<file path="src/rtl/hfu_pkg.sv">
package hfu_pkg;
  typedef enum logic [2:0] {
    K_RD_REQ  = 3'd0,
    K_WR_REQ  = 3'd1,
    K_PAGE_RD = 3'd2,
    K_PAGE_WR = 3'd3,
    K_INVAL   = 3'd4,
    K_INV_ACK = 3'd5
  } kind_e;

  typedef enum logic [1:0] {
    A_NONE  = 2'd0,
    A_READ  = 2'd1,
    A_WRITE = 2'd2
  } acc_e;
endpackage

</file>
<file path="src/rtl/hfu_table.sv">
module hfu_table
  import hfu_pkg::*;
#(
  parameter int NODES = 4,
  parameter int PAGES = 8,
  parameter int MY_ID = 0,
  localparam int NW = $clog2(NODES),
  localparam int PW = $clog2(PAGES)
) (
  input  logic             clk,
  input  logic             rst,
  input  logic [PW-1:0]    page,
  output logic             e_owned,
  output acc_e             e_acc,
  output logic [NW-1:0]    e_hint,
  output logic [NODES-1:0] e_cset,
  input  logic             we,
  input  logic             w_owned,
  input  acc_e             w_acc,
  input  logic [NW-1:0]    w_hint,
  input  logic [NODES-1:0] w_cset
);
  logic             owned_q [PAGES];
  acc_e             acc_q   [PAGES];
  logic [NW-1:0]    hint_q  [PAGES];
  logic [NODES-1:0] cset_q  [PAGES];

  // read port is asynchronous; the single write port is shared by all events
  assign e_owned = owned_q[page];
  assign e_acc   = acc_q[page];
  assign e_hint  = hint_q[page];
  assign e_cset  = cset_q[page];

  always_ff @(posedge clk) begin
    if (rst) begin
      for (int p = 0; p < PAGES; p++) begin
        owned_q[p] <= ((p % NODES) == MY_ID);
        acc_q[p]   <= ((p % NODES) == MY_ID) ? A_WRITE : A_NONE;
        hint_q[p]  <= NW'(p % NODES);
        cset_q[p]  <= '0;
      end
    end else if (we) begin
      owned_q[page] <= w_owned;
      acc_q[page]   <= w_acc;
      hint_q[page]  <= w_hint;
      cset_q[page]  <= w_cset;
    end
  end
endmodule

</file>
<file path="src/rtl/hfu_engine.sv">
module hfu_engine
  import hfu_pkg::*;
#(
  parameter int NODES = 4,
  parameter int PAGES = 8,
  parameter int MY_ID = 0,
  localparam int NW = $clog2(NODES),
  localparam int PW = $clog2(PAGES)
) (
  input  logic             rx_valid,
  input  logic [2:0]       rx_kind,
  input  logic [NW-1:0]    rx_src,
  input  logic [NW-1:0]    rx_req,
  input  logic [NODES-1:0] rx_copies,
  input  logic             flt_valid,
  input  logic             flt_write,
  input  logic             e_owned,
  input  acc_e             e_acc,
  input  logic [NW-1:0]    e_hint,
  input  logic [NODES-1:0] e_cset,
  output logic             we,
  output logic             w_owned,
  output acc_e             w_acc,
  output logic [NW-1:0]    w_hint,
  output logic [NODES-1:0] w_cset,
  output logic             m_valid,
  output logic [2:0]       m_kind,
  output logic [NW-1:0]    m_dst,
  output logic [NW-1:0]    m_req,
  output logic [NODES-1:0] m_copies,
  output logic             m_err
);
  localparam logic [NW-1:0]    SELF     = NW'(MY_ID);
  localparam logic [NODES-1:0] SELF_BIT = NODES'(1) << MY_ID;

  logic [NODES-1:0] req_bit;
  logic [NODES-1:0] grant_set;
  logic             hint_self;

  assign req_bit   = NODES'(1) << rx_req;
  assign grant_set = rx_copies & ~SELF_BIT;
  assign hint_self = (e_hint == SELF);

  always_comb begin
    we       = 1'b0;
    w_owned  = e_owned;
    w_acc    = e_acc;
    w_hint   = e_hint;
    w_cset   = e_cset;
    m_valid  = 1'b0;
    m_kind   = K_RD_REQ;
    m_dst    = '0;
    m_req    = '0;
    m_copies = '0;
    m_err    = 1'b0;

    if (rx_valid) begin
      unique case (rx_kind)
        K_RD_REQ, K_WR_REQ: begin
          if (e_owned && rx_kind == K_RD_REQ) begin
            m_valid = 1'b1;
            m_kind  = K_PAGE_RD;
            m_dst   = rx_req;
            m_req   = rx_req;
            we      = 1'b1;
            w_acc   = A_READ;
            w_cset  = e_cset | req_bit;
          end else if (e_owned) begin
            m_valid  = 1'b1;
            m_kind   = K_PAGE_WR;
            m_dst    = rx_req;
            m_req    = rx_req;
            m_copies = e_cset & ~req_bit;
            we       = 1'b1;
            w_owned  = 1'b0;
            w_acc    = A_NONE;
            w_hint   = rx_req;
            w_cset   = '0;
          end else if (hint_self) begin
            m_err = 1'b1;
          end else begin
            m_valid = 1'b1;
            m_kind  = rx_kind;
            m_dst   = e_hint;
            m_req   = rx_req;
            we      = 1'b1;
            w_hint  = rx_req;
          end
        end
        K_PAGE_RD: begin
          we     = 1'b1;
          w_acc  = A_READ;
          w_hint = rx_src;
        end
        K_PAGE_WR: begin
          we      = 1'b1;
          w_owned = 1'b1;
          w_acc   = A_WRITE;
          w_hint  = SELF;
          w_cset  = '0;
          if (grant_set != '0) begin
            m_valid  = 1'b1;
            m_kind   = K_INVAL;
            m_dst    = SELF;
            m_req    = SELF;
            m_copies = grant_set;
          end
        end
        K_INVAL: begin
          we      = 1'b1;
          w_acc   = A_NONE;
          w_hint  = rx_src;
          m_valid = 1'b1;
          m_kind  = K_INV_ACK;
          m_dst   = rx_src;
          m_req   = SELF;
        end
        default: ;
      endcase
    end else if (flt_valid) begin
      if (flt_write && e_owned) begin
        we     = 1'b1;
        w_acc  = A_WRITE;
        w_cset = '0;
        if (e_cset != '0) begin
          m_valid  = 1'b1;
          m_kind   = K_INVAL;
          m_dst    = SELF;
          m_req    = SELF;
          m_copies = e_cset;
        end
      end else if (!flt_write && e_acc != A_NONE) begin
        m_valid = 1'b0;
      end else if (hint_self) begin
        m_err = 1'b1;
      end else begin
        m_valid = 1'b1;
        m_kind  = flt_write ? K_WR_REQ : K_RD_REQ;
        m_dst   = e_hint;
        m_req   = SELF;
      end
    end
  end
endmodule

</file>
<file path="src/rtl/hint_forward_unit.sv">
module hint_forward_unit
  import hfu_pkg::*;
#(
  parameter int NODES = 4,
  parameter int PAGES = 8,
  parameter int MY_ID = 1,
  localparam int NW = $clog2(NODES),
  localparam int PW = $clog2(PAGES)
) (
  input  logic             clk,
  input  logic             rst,
  input  logic             rx_valid,
  input  logic [2:0]       rx_kind,
  input  logic [NW-1:0]    rx_src,
  input  logic [NW-1:0]    rx_req,
  input  logic [PW-1:0]    rx_page,
  input  logic [NODES-1:0] rx_copies,
  input  logic             flt_valid,
  input  logic             flt_write,
  input  logic [PW-1:0]    flt_page,
  output logic             tx_valid,
  output logic [2:0]       tx_kind,
  output logic [NW-1:0]    tx_dst,
  output logic [NW-1:0]    tx_req,
  output logic [PW-1:0]    tx_page,
  output logic [NODES-1:0] tx_copies,
  output logic             err
);
  logic [PW-1:0]    cur_page;
  logic             e_owned, we, w_owned;
  acc_e             e_acc, w_acc;
  logic [NW-1:0]    e_hint, w_hint;
  logic [NODES-1:0] e_cset, w_cset;
  logic             m_valid, m_err;
  logic [2:0]       m_kind;
  logic [NW-1:0]    m_dst, m_req;
  logic [NODES-1:0] m_copies;

  assign cur_page = rx_valid ? rx_page : flt_page;

  hfu_table #(.NODES(NODES), .PAGES(PAGES), .MY_ID(MY_ID)) u_table (
    .clk(clk), .rst(rst), .page(cur_page),
    .e_owned(e_owned), .e_acc(e_acc), .e_hint(e_hint), .e_cset(e_cset),
    .we(we), .w_owned(w_owned), .w_acc(w_acc), .w_hint(w_hint), .w_cset(w_cset)
  );

  hfu_engine #(.NODES(NODES), .PAGES(PAGES), .MY_ID(MY_ID)) u_engine (
    .rx_valid(rx_valid), .rx_kind(rx_kind), .rx_src(rx_src), .rx_req(rx_req),
    .rx_copies(rx_copies), .flt_valid(flt_valid), .flt_write(flt_write),
    .e_owned(e_owned), .e_acc(e_acc), .e_hint(e_hint), .e_cset(e_cset),
    .we(we), .w_owned(w_owned), .w_acc(w_acc), .w_hint(w_hint), .w_cset(w_cset),
    .m_valid(m_valid), .m_kind(m_kind), .m_dst(m_dst), .m_req(m_req),
    .m_copies(m_copies), .m_err(m_err)
  );

  always_ff @(posedge clk) begin
    if (rst) begin
      tx_valid  <= 1'b0;
      tx_kind   <= '0;
      tx_dst    <= '0;
      tx_req    <= '0;
      tx_page   <= '0;
      tx_copies <= '0;
      err       <= 1'b0;
    end else begin
      tx_valid  <= m_valid;
      tx_kind   <= m_kind;
      tx_dst    <= m_dst;
      tx_req    <= m_req;
      tx_page   <= cur_page;
      tx_copies <= m_copies;
      err       <= m_err;
    end
  end
endmodule

</file>
<file path="config.mk">
export PLATFORM = sky130hd
export DESIGN_NAME = hint_forward_unit
export DESIGN_NICKNAME = d
export VERILOG_FILES = /design/src/rtl/hfu_pkg.sv /design/src/rtl/hfu_table.sv /design/src/rtl/hfu_engine.sv /design/src/rtl/hint_forward_unit.sv
export SDC_FILE = /design/constraint.sdc
export NUM_CORES = 1
export LEC_CHECK = 0
export ABC_AREA = 1
export BUFFER_PORTS_ARGS = -buffer_cell sky130_fd_sc_hd__buf_2
export CORE_MARGIN = 2
export CORE_UTILIZATION = 40
export CTS_CLUSTER_SIZE = 14
export DETAILED_ROUTE_END_ITERATION = 8
export PLACE_DENSITY = 0.65
export REMOVE_ABC_BUFFERS = 1
export SKIP_CTS_REPAIR_TIMING = 1
export SLEW_MARGIN = 0
export SYNTH_ARGS = -nofsm -noshare
export SYNTH_HDL_FRONTEND = slang
export SYNTH_HIERARCHICAL = 1
export SYNTH_SLANG_ARGS = --single-unit
</file>
<file path="constraint.sdc">
create_clock -name clk -period 3.2 [get_ports clk]
set_clock_uncertainty 0.2 [all_clocks]
set_input_delay 0.32 -clock clk [delete_from_list [all_inputs] [get_ports clk]]
set_output_delay 0.32 -clock clk [all_outputs]
set_load 0.01 [all_outputs]
</file>
=== Word level (Yosys, flattened, before mapping) ===
Memory sizes are Yosys's and may differ from the RTL's.
Cells that the tools add are included.

* Bits in registers: 16
* Memory bits (writable): 72
* Bits of input ports: 22
* Memories kept: 4

* Equality and inequality tests: 5
* Shift-type cells: 1
* Muxes and demuxes: 99
* Bitwise operators: 3
* Reduce and logical (&&, ||, !) cells: 15

{| class="wikitable"
|+ Memory list
! name !! words !! bits a word !! rd ports !! clocked after Yosys merged registers in !! write ports !! line !! RTL
|-
| u_table.cset_q || 8 || 4 || 1 || 0 || 8 || hfu_table.sv:26 || <nowiki>logic [NODES-1:0] cset_q [PAGES];</nowiki>
|-
| u_table.acc_q || 8 || 2 || 1 || 0 || 8 || hfu_table.sv:24 || <nowiki>acc_e acc_q [PAGES];</nowiki>
|-
| u_table.hint_q || 8 || 2 || 1 || 0 || 8 || hfu_table.sv:25 || <nowiki>logic [NW-1:0] hint_q [PAGES];</nowiki>
|-
| u_table.owned_q || 8 || 1 || 1 || 0 || 8 || hfu_table.sv:23 || <nowiki>logic owned_q [PAGES];</nowiki>
|}

{| class="wikitable"
|+ Operators with widths
! kind !! number
|-
| two-way mux 4 bit || 13
|-
| two-way mux 2 bit || 25
|-
| two-way mux 3 bit || 15
|-
| two-way mux 1 bit || 36
|-
| case mux 2 bit (3 select lines) || 3
|-
| case mux 4 bit (2 select lines) || 2
|-
| case mux 3 bit (3 select lines) || 1
|-
| case mux 2 bit (4 select lines) || 1
|-
| nonzero test 4 bit || 2
|-
| OR reduction 2 bit || 4
|-
| == test 3 x 2 -> 1 bit (second input constant) || 2
|-
| bitwise AND 4 bit || 1
|-
| NOT 4 bit || 1
|-
| bitwise OR 4 bit || 1
|-
| case mux 1 bit (2 select lines) || 2
|-
| OR reduction 4 bit || 1
|-
| left shift 1 x 2 -> 4 bit (first input constant) || 1
|-
| == test 3 x 1 -> 1 bit (second input constant) || 1
|-
| == test 3 bit (second input constant) || 1
|-
| logical AND 1 bit || 3
|-
| zero test 3 bit || 1
|-
| case mux 1 bit (3 select lines) || 1
|-
| OR reduction 3 bit || 1
|-
| == test 2 x 1 -> 1 bit (second input constant) || 1
|-
| other kinds (3) || 3
|}

=== Depth between registers and ports, before layout ===
Gate-level depths: netlist of run 1.
An unclocked memory read counts as a cell.

* Depth in word-level cells: 13
* Gate-level depth with buffers: 25

=== Cells and area by module ===
Netlist of run 1, hierarchy kept.

{| class="wikitable"
|+ Modules (own cells, without submodules)
! module !! times used !! cells each !! area each (µm²) !! sequential area each (µm²)
|-
| hfu_table || 1 || 381 || 3492.1 || 2142.1
|-
| hfu_engine || 1 || 166 || 793.3 || 0.0
|-
| hint_forward_unit || 1 || 66 || 534.3 || 320.3
|}

=== Worst setup path after synthesis of run 1 ===
No wires, ideal clock.

* Path kind: input to register
* Start point: in rx_valid
* End point: mem u_table/acc_q[2][0] in the netlist's numbering, enable pin
* Arrival: 2.439 ns
* Setup slack: 0.227 ns
* Stages: 20
* Buffers on the path: 3
* Path through: inv_2 -> nand2_1 -> nand2_1 -> inv_1 -> buf_4 -> inv_1 -> buf_2 -> nand2_1 -> nand2_1 -> nand2_1 -> nand2_1 -> buf_4 -> inv_1 -> nand3_1 -> nand2_1 -> nand2_1 -> inv_1 -> nor2_8 -> nand4_2 -> nand2_1

{| class="wikitable"
|+ RTL lines
! what !! line !! RTL
|-
| from (decl) || hint_forward_unit.sv:12 || <nowiki>input logic rx_valid,</nowiki>
|-
| to (decl) || hfu_table.sv:24 ||
|}

==> impl_metrics.env, run 1 <==
export IMPL_use_met1_pct=29.92
export IMPL_syn_area_per_cell_um2=7.862
export IMPL_placed_area_um2=5694
export IMPL_grt_use_met2_pct=33.01
export IMPL_p_sw_w=0.0008225
export IMPL_drc=0
export IMPL_synth_cells=613
export IMPL_period_minus_slack_ps=2874
export IMPL_cts_buffers=9
export IMPL_max_cap_violations=0
export IMPL_r2r_end="u_table/acc_q[2][0]$_SDFFCE_PN0P_"
export IMPL_clockBufferDepth=2
export IMPL_place_gp_congestion=0.9341
export IMPL_first_pass_iters=5
export IMPL_slew_violations=0
export IMPL_drtAntennaViolNets=0
export IMPL_drive_gt1_share_pct=21.27
export IMPL_multi_input_area_um2=1948
export IMPL_path_clk_slew_ps=60
export IMPL_clkSinkCount=88
export IMPL_cts_tree="built"
export IMPL_dpl_cell_count=841
export IMPL_fmax_mhz=347.9
export IMPL_area_growth_pct=24.66
export IMPL_hold_depth=5
export IMPL_clockPowerShare_pct=36.6
export IMPL_grt_max_degree=31
export IMPL_nets=727
export IMPL_cp_required_ps=3060
export IMPL_drt_iter0_markers=361
export IMPL_tightest_slew_ps=506.7
export IMPL_synth_edf_count=70
export IMPL_leakagePower_nw=2.876
export IMPL_comb_power_share_pct=20.5
export IMPL_fp_dieH_um=113.8
export IMPL_clkLatencyLatePin_ps=350
export IMPL_initial_core_util_pct=40.63
export IMPL_ys_top_cells_by_area="edfxtp_1, nand2_1, dfxtp_1"
export IMPL_worstReg2RegStart="u_table/hint_q[7][1]$_SDFFCE_PN1P_"
export IMPL_drt_wirelength_per_cell_um=15.02
export IMPL_dieArea_um2=12940
export IMPL_ys_ff_latch=88
export IMPL_synth_cell_types=35
export IMPL_rsz0062_at_grt="no"
export IMPL_power_w=0.003021
export IMPL_reg2reg_slack_ps=670
export IMPL_gr_max_usage_layer="met2"
export IMPL_hp_start="rx_page[2]"
export IMPL_viasPerCell=4.887
export IMPL_synthesis_area_um2=4820
export IMPL_final_cells=857
export IMPL_arrival_ps=2740
export IMPL_post_route_util_pct=50.65
export IMPL_num_rows=40
export IMPL_sequential_cell_area_um2=2462
export IMPL_num_io_pins=38
export IMPL_cp_start_kind="input port"
export IMPL_status="finished clean"
export IMPL_finalInstanceArea_um2=6008
export IMPL_fillers=1143
export IMPL_grt_pass1_wl_um=20520
export IMPL_yosys_area_top_type="edfxtp_1"
export IMPL_rr_worst_depth=17
export IMPL_synthMostInstantiatedCell="nand2_1"
export IMPL_met3_usage_pct=3.773
export IMPL_sw_frac_of_total_pct=27.23
export IMPL_ys_warn_count=6
export IMPL_peakVddDrop_uv=355.0
export IMPL_netlist_area_leader_share_pct=43.61
export IMPL_grt_total_usage_pct=21.03
export IMPL_cts_max_level=3
export IMPL_overflow=0
export IMPL_power_per_cell_area_nw_per_um2=502.8
export IMPL_post_dp_hpwl_um=9717
export IMPL_hold_path_class="in -> reg"
export IMPL_p_seq_share_pct=42.8
export IMPL_diodes=0
export IMPL_die_width_um=113.8
export IMPL_core_area_um2=11860
export IMPL_synth_common_cells="nand2_1, nor2_1, edfxtp_1"
export IMPL_antenna_found_initial=0
export IMPL_setup_viol=0
export IMPL_finalHoldViolations=0
export IMPL_synthArstFlopShare_pct=0
export IMPL_root_buffer="clkbuf_16"
export IMPL_internal_power_w=0.002199
export IMPL_critical_path_class="in -> reg"
export IMPL_grt_pass1_vias=4003
export IMPL_finalCritPeriodShare_pct=89.82
export IMPL_ys_seq_area_share_pct=51.09
export IMPL_synth_ff_type="edfxtp_1"
export IMPL_hold_path_endpoint="tx_page[2]$_SDFF_PP0_"
export IMPL_cp_max_fo=30
export IMPL_via_count=4188
export IMPL_io_buffers=36
export IMPL_slew_limit_headroom_pct=66.22
export IMPL_cp_end_kind="flop"
export IMPL_drt_total_wl_um=12870
-- how the worst max path moves through the flow --
stage / start / to / slack [ps] / cells after the start
detailed placement: rx_valid / u_table/acc_q[2][0]$_SDFFCE_PN0P_ / -30 / 24
floorplan: rx_valid / u_table/acc_q[3][0]$_SDFFCE_PN0P_ / -540 / 19
global route: rx_valid / u_table/cset_q[2][0]$_SDFFCE_PN0P_ / 60 / 24
finish: rx_valid / u_table/acc_q[2][0]$_SDFFCE_PN0P_ / 330 / 24
CTS: rx_valid / u_table/acc_q[2][0]$_SDFFCE_PN0P_ / 330 / 24
global placement: rx_valid / u_table/cset_q[2][0]$_SDFFCE_PN0P_ / -3 / 24
-- registers in the layout (all words and copies together), names as in the netlist --
signal	flops
err	1
tx_copies	4
tx_dst	2
tx_kind	3
tx_page	3
tx_req	2
tx_valid	1
u_table/acc_q	16
u_table/cset_q	32
u_table/hint_q	16
u_table/owned_q	8
-- placed cells by master (no fill, tap or decap) --
cell type / n
nand4_2: 3
nor2_1: 91
nor2_8: 2
o21ai_2: 1
nand4_1: 8
nor2_2: 5
clkbuf_1: 2
o21ai_1: 5
dfxtp_1: 18
nor3b_1: 1
buf_2: 36
bufinv_16: 2
o21ai_0: 11
nand2_2: 3
nor3_1: 3
clkbuf_16: 9
o22ai_1: 3
nand2_1: 255
inv_2: 8
or2_1: 1
inv_1: 62
o211ai_1: 4
nor2_4: 2
nand3_2: 5
o31ai_1: 2
nand2_4: 2
clkinv_1: 1
clkinv_4: 2
buf_12: 13
buf_4: 52
inv_4: 1
a21oi_1: 4
nand4_4: 1
nand3b_1: 2
nand3_4: 3
edfxtp_1: 70
or2_2: 1
nand3_1: 16
-- power by group through the flow --
stage / Combinational, W / Clock, W / Sequential [W]
6_report: 0.000621 / 0.00111 / 0.00129
5_1_grt: 0.000678 / 0.00118 / 0.00130
4_1_cts: 0.000616 / 0.00113 / 0.00129
3_5_place_dp: 0.000614 / 0 / 0.00132
3_3_place_gp: 0.000611 / 0 / 0.00132
2_1_floorplan: 0.000288 / 0 / 0.00132
-- kinds of logic after synthesis --
kind of cell	share of synthesized area [%]
buffers and inverters	8.489
flip-flops	51.09
AND/OR/NAND/NOR	36.84
AO/OA/AOI/OAI	3.582
-- area by class of cell --
type	count	share of cell area [%]
Clock buffer	11	3.873
Clock inverter	5	1.354
Multi-Input combinational cell	434	32.42
Tap cell	147	3.061
Timing Repair Buffer	101	13.83
Inverter	71	4.477
Sequential cell	88	40.98
-- metal layers --
metal  vias up  routed length, um
met5         -                  0
li1       2120                  -
met4         0                178
met3        12                715
met1      1938               6059
met2       118               5914
-- critical path, stage by stage --
cell and delay (ps):
buf_2 140, inv_2 70, nand2_1 40, nand2_1 70, inv_1 120, inv_2 110, buf_12 180, nand2_1 60
nand2_1 80, nand2_1 60, nand2_1 70, nand2_1 50, nand2_1 120, inv_1 70, nand2_1 80, inv_1 50
nand3_1 90, nand2_1 60, nand2_1 80, inv_1 100, nor2_8 240, nand4_2 170, nand2_1 160, buf_12 140
-- metrics by stage --
stage	setup TNS, ps	hold WS, ps	setup WS, ps
after CTS	0	91.20	333.6
after global routing	0	118.7	62.68
after floorplan	-49100	186.9	-543.6
final	0	93.96	325.7
after detailed placement	-238.9	257.6	-28.27
after global placement	-26.53	251.4	-3.457
Power figures use the tool's default switching activity.
==> inputs of run 2 (changes only) <==
- CORE_ASPECT_RATIO: not set -> 0.9
- GPL_ROUTABILITY_DRIVEN: not set -> 0
- SKIP_LAST_GASP: not set -> 1
==> impl_metrics.env, run 2 (synthesis gave the netlist of run 1 again) <==
export IMPL_crit_chain="buf_2 -> inv_2 -> nand2_1 -> nand2_1 -> inv_1 -> inv_2 -> buf_4 -> nand2_1 -> nand2_1 -> nand2_1 -> nand2_1 -> nand2_1 -> nand2_1 -> inv_1 -> nand2_1 -> inv_1 -> nand3_1 -> nand2_1 -> nand2_1 -> inv_1 -> nor2_8 -> nand3_4 -> nand2_1"
export IMPL_post_dp_hpwl_um=9368
export IMPL_slew_violations=0
export IMPL_power_w=0.002893
export IMPL_die_width_um=119.7
export IMPL_fillers=1168
export IMPL_cts_buffers=9
export IMPL_drive_gt1_share_pct=20.11
export IMPL_cp_start_kind="input port"
export IMPL_status="finished clean"
export IMPL_finalCritPeriodShare_pct=88.80
export IMPL_clockBufferDepth=2
export IMPL_fmax_mhz=351.9
export IMPL_hold_path_class="in -> reg"
export IMPL_power_per_cell_area_nw_per_um2=499.2
export IMPL_period_minus_slack_ps=2842
export IMPL_path_delay_family="simple AND/OR/NAND/NOR gates"
export IMPL_grt_pass1_wl_um=20300
export IMPL_arrival_ps=2640
export IMPL_via_count=4224
export IMPL_grt_use_met2_pct=30.33
export IMPL_finalHoldViolations=0
export IMPL_rsz0062_at_grt="no"
export IMPL_crit_top_cell="nand2_1"
export IMPL_hp_start="rx_page[2]"
export IMPL_largest_reg_flops=32
export IMPL_worstReg2RegStart="u_table/hint_q[4][1]$_SDFFCE_PN0P_"
export IMPL_slowest_stage="nand2_1"
export IMPL_drt_iter0_markers=383
export IMPL_io_buffers=36
export IMPL_root_buffer="clkbuf_16"
export IMPL_area_growth_pct=20.22
export IMPL_grt_pass1_vias=4012
export IMPL_cp_startpoint="rx_valid"
export IMPL_fp_dieH_um=108.1
export IMPL_viasPerCell=4.935
export IMPL_dieArea_um2=12940
export IMPL_cts_tree="built"
export IMPL_final_cell_mix="nand2_1, nor2_1, edfxtp_1"
export IMPL_grt_total_usage_pct=20.41
export IMPL_grt_max_degree=28
export IMPL_setup_viol=0
export IMPL_drtAntennaViolNets=0
export IMPL_path_buf_inv=8
export IMPL_cp_required_ps=3000
export IMPL_final_cells=856
export IMPL_clkSinkCount=88
export IMPL_drt_total_wl_um=12530
export IMPL_cp_end_kind="flop"
export IMPL_num_rows=38
export IMPL_post_route_util_pct=48.75
export IMPL_antenna_found_initial=0
export IMPL_reg_top3="u_table/cset_q x32, u_table/acc_q x16, u_table/hint_q x16"
export IMPL_fin_ws_ps=358.3
export IMPL_initial_core_util_pct=40.55
export IMPL_core_area_um2=11890
export IMPL_nets=713
export IMPL_cts_max_level=3
export IMPL_max_cap_violations=0
export IMPL_num_io_pins=38
export IMPL_overflow=0
export IMPL_use_met1_pct=29.62
export IMPL_max_stage_delay_ps=330
export IMPL_final_common_cell="nand2_1"
export IMPL_pre_cts_ws_ps=-1.392
export IMPL_clkLatencyLatePin_ps=350
export IMPL_drc=0
export IMPL_tightest_slew_ps=503.1
export IMPL_first_pass_iters=7
export IMPL_slew_limit_headroom_pct=66.46
export IMPL_leakagePower_nw=2.757
export IMPL_peakVddDrop_uv=265.5
export IMPL_gr_max_usage_layer="met2"
export IMPL_path_clk_slew_ps=60
export IMPL_critical_path_class="in -> reg"
export IMPL_diodes=0
export IMPL_top_register="u_table/cset_q"
export IMPL_dpl_cell_count=840
export IMPL_met3_usage_pct=5.538
export IMPL_cp_max_fo=9
export IMPL_drt_wirelength_per_cell_um=14.64
==> run 2: changes by cell type in the layout (fill, tap and decap cells not counted) <==
| cell | previous run | this run |
|---|---|---|
| buf_12 | 13 | 5 |
| inv_6 | 0 | 2 |
| clkinv_1 | 1 | 0 |
| inv_8 | 0 | 2 |
| clkinv_4 | 2 | 1 |
| bufinv_16 | 2 | 0 |
| buf_4 | 52 | 46 |
| clkinvlp_4 | 0 | 2 |
| clkbuf_1 | 2 | 0 |
==> run 2: worst reg2reg max path, delay by kind of cell, from the launching register on <==
family | cells | cell delay [ps]
buf+inv | 3 | 210
simple gates | 13 | 1370
flops | 1 | 340
==> run 2: final timing paths <==
kind / to / slack (ps) / depth (start not counted)
worst max register to register: u_table/cset_q[4][3]$_SDFFCE_PN0P_ / 720 / 16
worst min-delay path: tx_page[2]$_SDFF_PP0_ / 100 / 5
worst max-delay path: u_table/cset_q[4][3]$_SDFFCE_PN0P_ / 360 / 23
worst min register to register: u_table/owned_q[1]$_DFF_P_ / 300 / 2
==> run 2: cell type report <==
cell class                      count  area [um2]  area share (%)
Clock inverter                      7       63.81           1.101
Timing Repair Buffer               87       625.6           10.80
Inverter                           71       269.0           4.643
Tap cell                          160       200.2           3.455
Multi-Input combinational cell    434        1948           33.62
Sequential cell                    88        2462           42.50
Clock buffer                        9       225.2           3.887
==> run 2: power breakdown <==
| group | switching [W] | total [W] | internal, W |
|---|---|---|---|
| sequential | 0.0000133 | 0.00129 | 0.00128 |
| clock | 0.000486 | 0.00103 | 0.000544 |
| combinational | 0.000376 | 0.000571 | 0.000195 |
==> run 2: stage by stage <==
step	cell area (um2)	TNS, ps	hold WS, ps
4_1_cts	5794	0	91.30
3_3_place_gp	5505	0	252.7
6_report	5794	0	97.39
5_1_grt	5794	0	126.3
3_5_place_dp	5505	-10.58	274.0
2_1_floorplan	4679	-49100	186.9
==> run 2: per-layer routing <==
| layer | share of wire [%] | up-vias |
|---|---|---|
| li1 | - | 2087 |
| met1 | 48 | 1967 |
| met2 | 43 | 153 |
| met3 | 7.4 | 17 |
| met4 | 1.6 | 0 |
| met5 | 0 | - |
==> inputs of run 3 (changes only) <==
- SETUP_SLACK_MARGIN: not set -> 0.5
==> impl_metrics.env, run 3 (synthesis gave the netlist of run 1 again) <==
export IMPL_status="finished clean"
export IMPL_final_common_cell="nand2_1"
export IMPL_worst_hold_slack_ps=94.66
export IMPL_num_io_pins=38
export IMPL_post_dp_hpwl_um=9368
export IMPL_initial_core_util_pct=40.55
export IMPL_final_cell_mix="nand2_1, nor2_1, edfxtp_1"
export IMPL_clkSinkCount=88
export IMPL_dpl_cell_count=840
export IMPL_largest_reg_flops=32
export IMPL_finalCritPeriodShare_pct=78.59
export IMPL_peakVddDrop_uv=266.3
export IMPL_drc=0
export IMPL_power_per_cell_area_nw_per_um2=482.6
export IMPL_hold_path_class="in -> reg"
export IMPL_cts_max_level=3
export IMPL_max_stage_delay_ps=230
export IMPL_tightest_slew_ps=575.9
export IMPL_area_growth_pct=27.83
export IMPL_drt_iter0_markers=375
export IMPL_reg_top3="u_table/cset_q x32, u_table/acc_q x16, u_table/hint_q x16"
export IMPL_grt_max_degree=28
export IMPL_core_area_um2=11890
export IMPL_clockBufferDepth=2
export IMPL_slowest_stage="clkinvlp_4"
export IMPL_antenna_found_initial=0
export IMPL_final_cells=874
export IMPL_viasPerCell=5.045
export IMPL_crit_top_cell="nand2_1"
export IMPL_power_w=0.002973
export IMPL_fp_dieH_um=108.1
export IMPL_critical_path_class="in -> reg"
export IMPL_grt_total_usage_pct=20.41
export IMPL_top_register="u_table/cset_q"
export IMPL_overflow=0
export IMPL_dieArea_um2=12940
export IMPL_path_buf_inv=10
export IMPL_cp_required_ps=3210
export IMPL_path_clk_slew_ps=60
export IMPL_grt_pass1_wl_um=20300
export IMPL_fmax_mhz=397.6
export IMPL_cts_buffers=9
export IMPL_via_count=4409
export IMPL_period_minus_slack_ps=2515
export IMPL_nets=731
export IMPL_rsz0062_at_grt="yes"
export IMPL_arrival_ps=2530
export IMPL_drive_gt1_share_pct=27.45
export IMPL_grt_pass1_vias=4012
export IMPL_clkLatencyLatePin_ps=350
export IMPL_fin_ws_ps=685.0
export IMPL_slew_limit_headroom_pct=61.56
export IMPL_cp_end_kind="flop"
export IMPL_cp_max_fo=8
export IMPL_num_rows=38
export IMPL_first_pass_iters=6
export IMPL_root_buffer="clkbuf_16"
export IMPL_crit_chain="clkbuf_4 -> inv_4 -> nand2_1 -> nand2_2 -> clkinv_4 -> inv_8 -> buf_8 -> nand2_1 -> nand2_1 -> nand2_1 -> nand2_1 -> nand2_1 -> nand2_2 -> inv_2 -> nand2_2 -> inv_2 -> buf_4 -> nand2_1 -> nand2_2 -> inv_2 -> nand3_2 -> nand3_4 -> clkinvlp_4 -> nor2_2"
export IMPL_drt_total_wl_um=13090
export IMPL_drtAntennaViolNets=0
export IMPL_finalHoldViolations=0
export IMPL_io_buffers=36
export IMPL_path_delay_family="simple AND/OR/NAND/NOR gates"
export IMPL_die_width_um=119.7
export IMPL_cts_tree="built"
export IMPL_pre_cts_ws_ps=-1.392
export IMPL_leakagePower_nw=2.868
export IMPL_slew_violations=0
export IMPL_setup_viol=0
export IMPL_diodes=0
export IMPL_drt_wirelength_per_cell_um=14.97
export IMPL_cp_start_kind="input port"
export IMPL_max_cap_violations=0
run 3: changes by cell type in the layout (fill, tap and decap cells not counted), moves of 4 or more:
| cell | previous run | this run |
|---|---|---|
| nor2_1 | 91 | 87 |
| inv_2 | 8 | 17 |
| buf_4 | 46 | 51 |
| buf_6 | 0 | 8 |
| inv_1 | 62 | 49 |
| nor2_2 | 5 | 9 |
| nand2_1 | 255 | 238 |
| nand2_2 | 3 | 17 |
run 3: metal layers:
layer / track usage (%) / wire (um) / up-vias
met1: 29.62 / 5989 / 2075
li1: - / - / 2129
met4: 4.958 / 209 / 0
met3: 5.538 / 1137 / 19
met5: 0 / 0 / -
met2: 30.33 / 5748 / 186
run 3: through the flow:
step / utilization (%) / setup TNS [ps] / area (um2)
6_report: 51.83 / 0 / 6161
5_1_grt: 51.83 / 0 / 6161
4_1_cts: 48.75 / 0 / 5794
3_5_place_dp: 46.32 / -10.58 / 5505
3_3_place_gp: 46.32 / 0 / 5505
2_1_floorplan: - / -49100 / 4679
run 3: path summary, 6_finish.rpt:
check | from | to | slack, ps | cells after the start
setup reg to reg | u_table/hint_q[4][1]$_SDFFCE_PN0P_ | u_table/cset_q[7][0]$_SDFFCE_PN0P_ | 890 | 19
hold / removal | rx_page[2] | tx_page[2]$_SDFF_PP0_ | 90 | 5
hold reg to reg | u_table/owned_q[5]$_DFF_P_ | u_table/owned_q[5]$_DFF_P_ | 300 | 2
setup / recovery | rx_valid | u_table/hint_q[0][1]$_SDFFCE_PN0P_ | 690 | 24
run 3: power breakdown:
part           total, W  internal (W)  switching [W]
Sequential      0.00129       0.00128      0.0000136
Clock           0.00103      0.000544       0.000486
Combinational  0.000652      0.000241       0.000411
run 3: layout make-up:
class	count	area, um2
clock buffer	9	225.2
clock inverter	7	63.81
fill	1129	5725
inverter	71	287.8
multi-input combinational	434	2071
sequential	88	2462
tap	160	200.2
timing repair buffer	105	850.8
run 3: worst register-to-register path, stage by stage (launching register included):
cell      delay (ps)
edfxtp_1         390
nand2_1           80
nand2_1           80
nand2_1           80
nand2_1           60
nand2_1           70
nand2_2           70
inv_2             70
nand2_2           60
inv_2             70
nand3_2           60
nand2_1           80
nand2_1           60
inv_2             90
nor2_8            50
buf_12           160
nand4_4           80
buf_6            120
buf_4            120
nor2_1            40
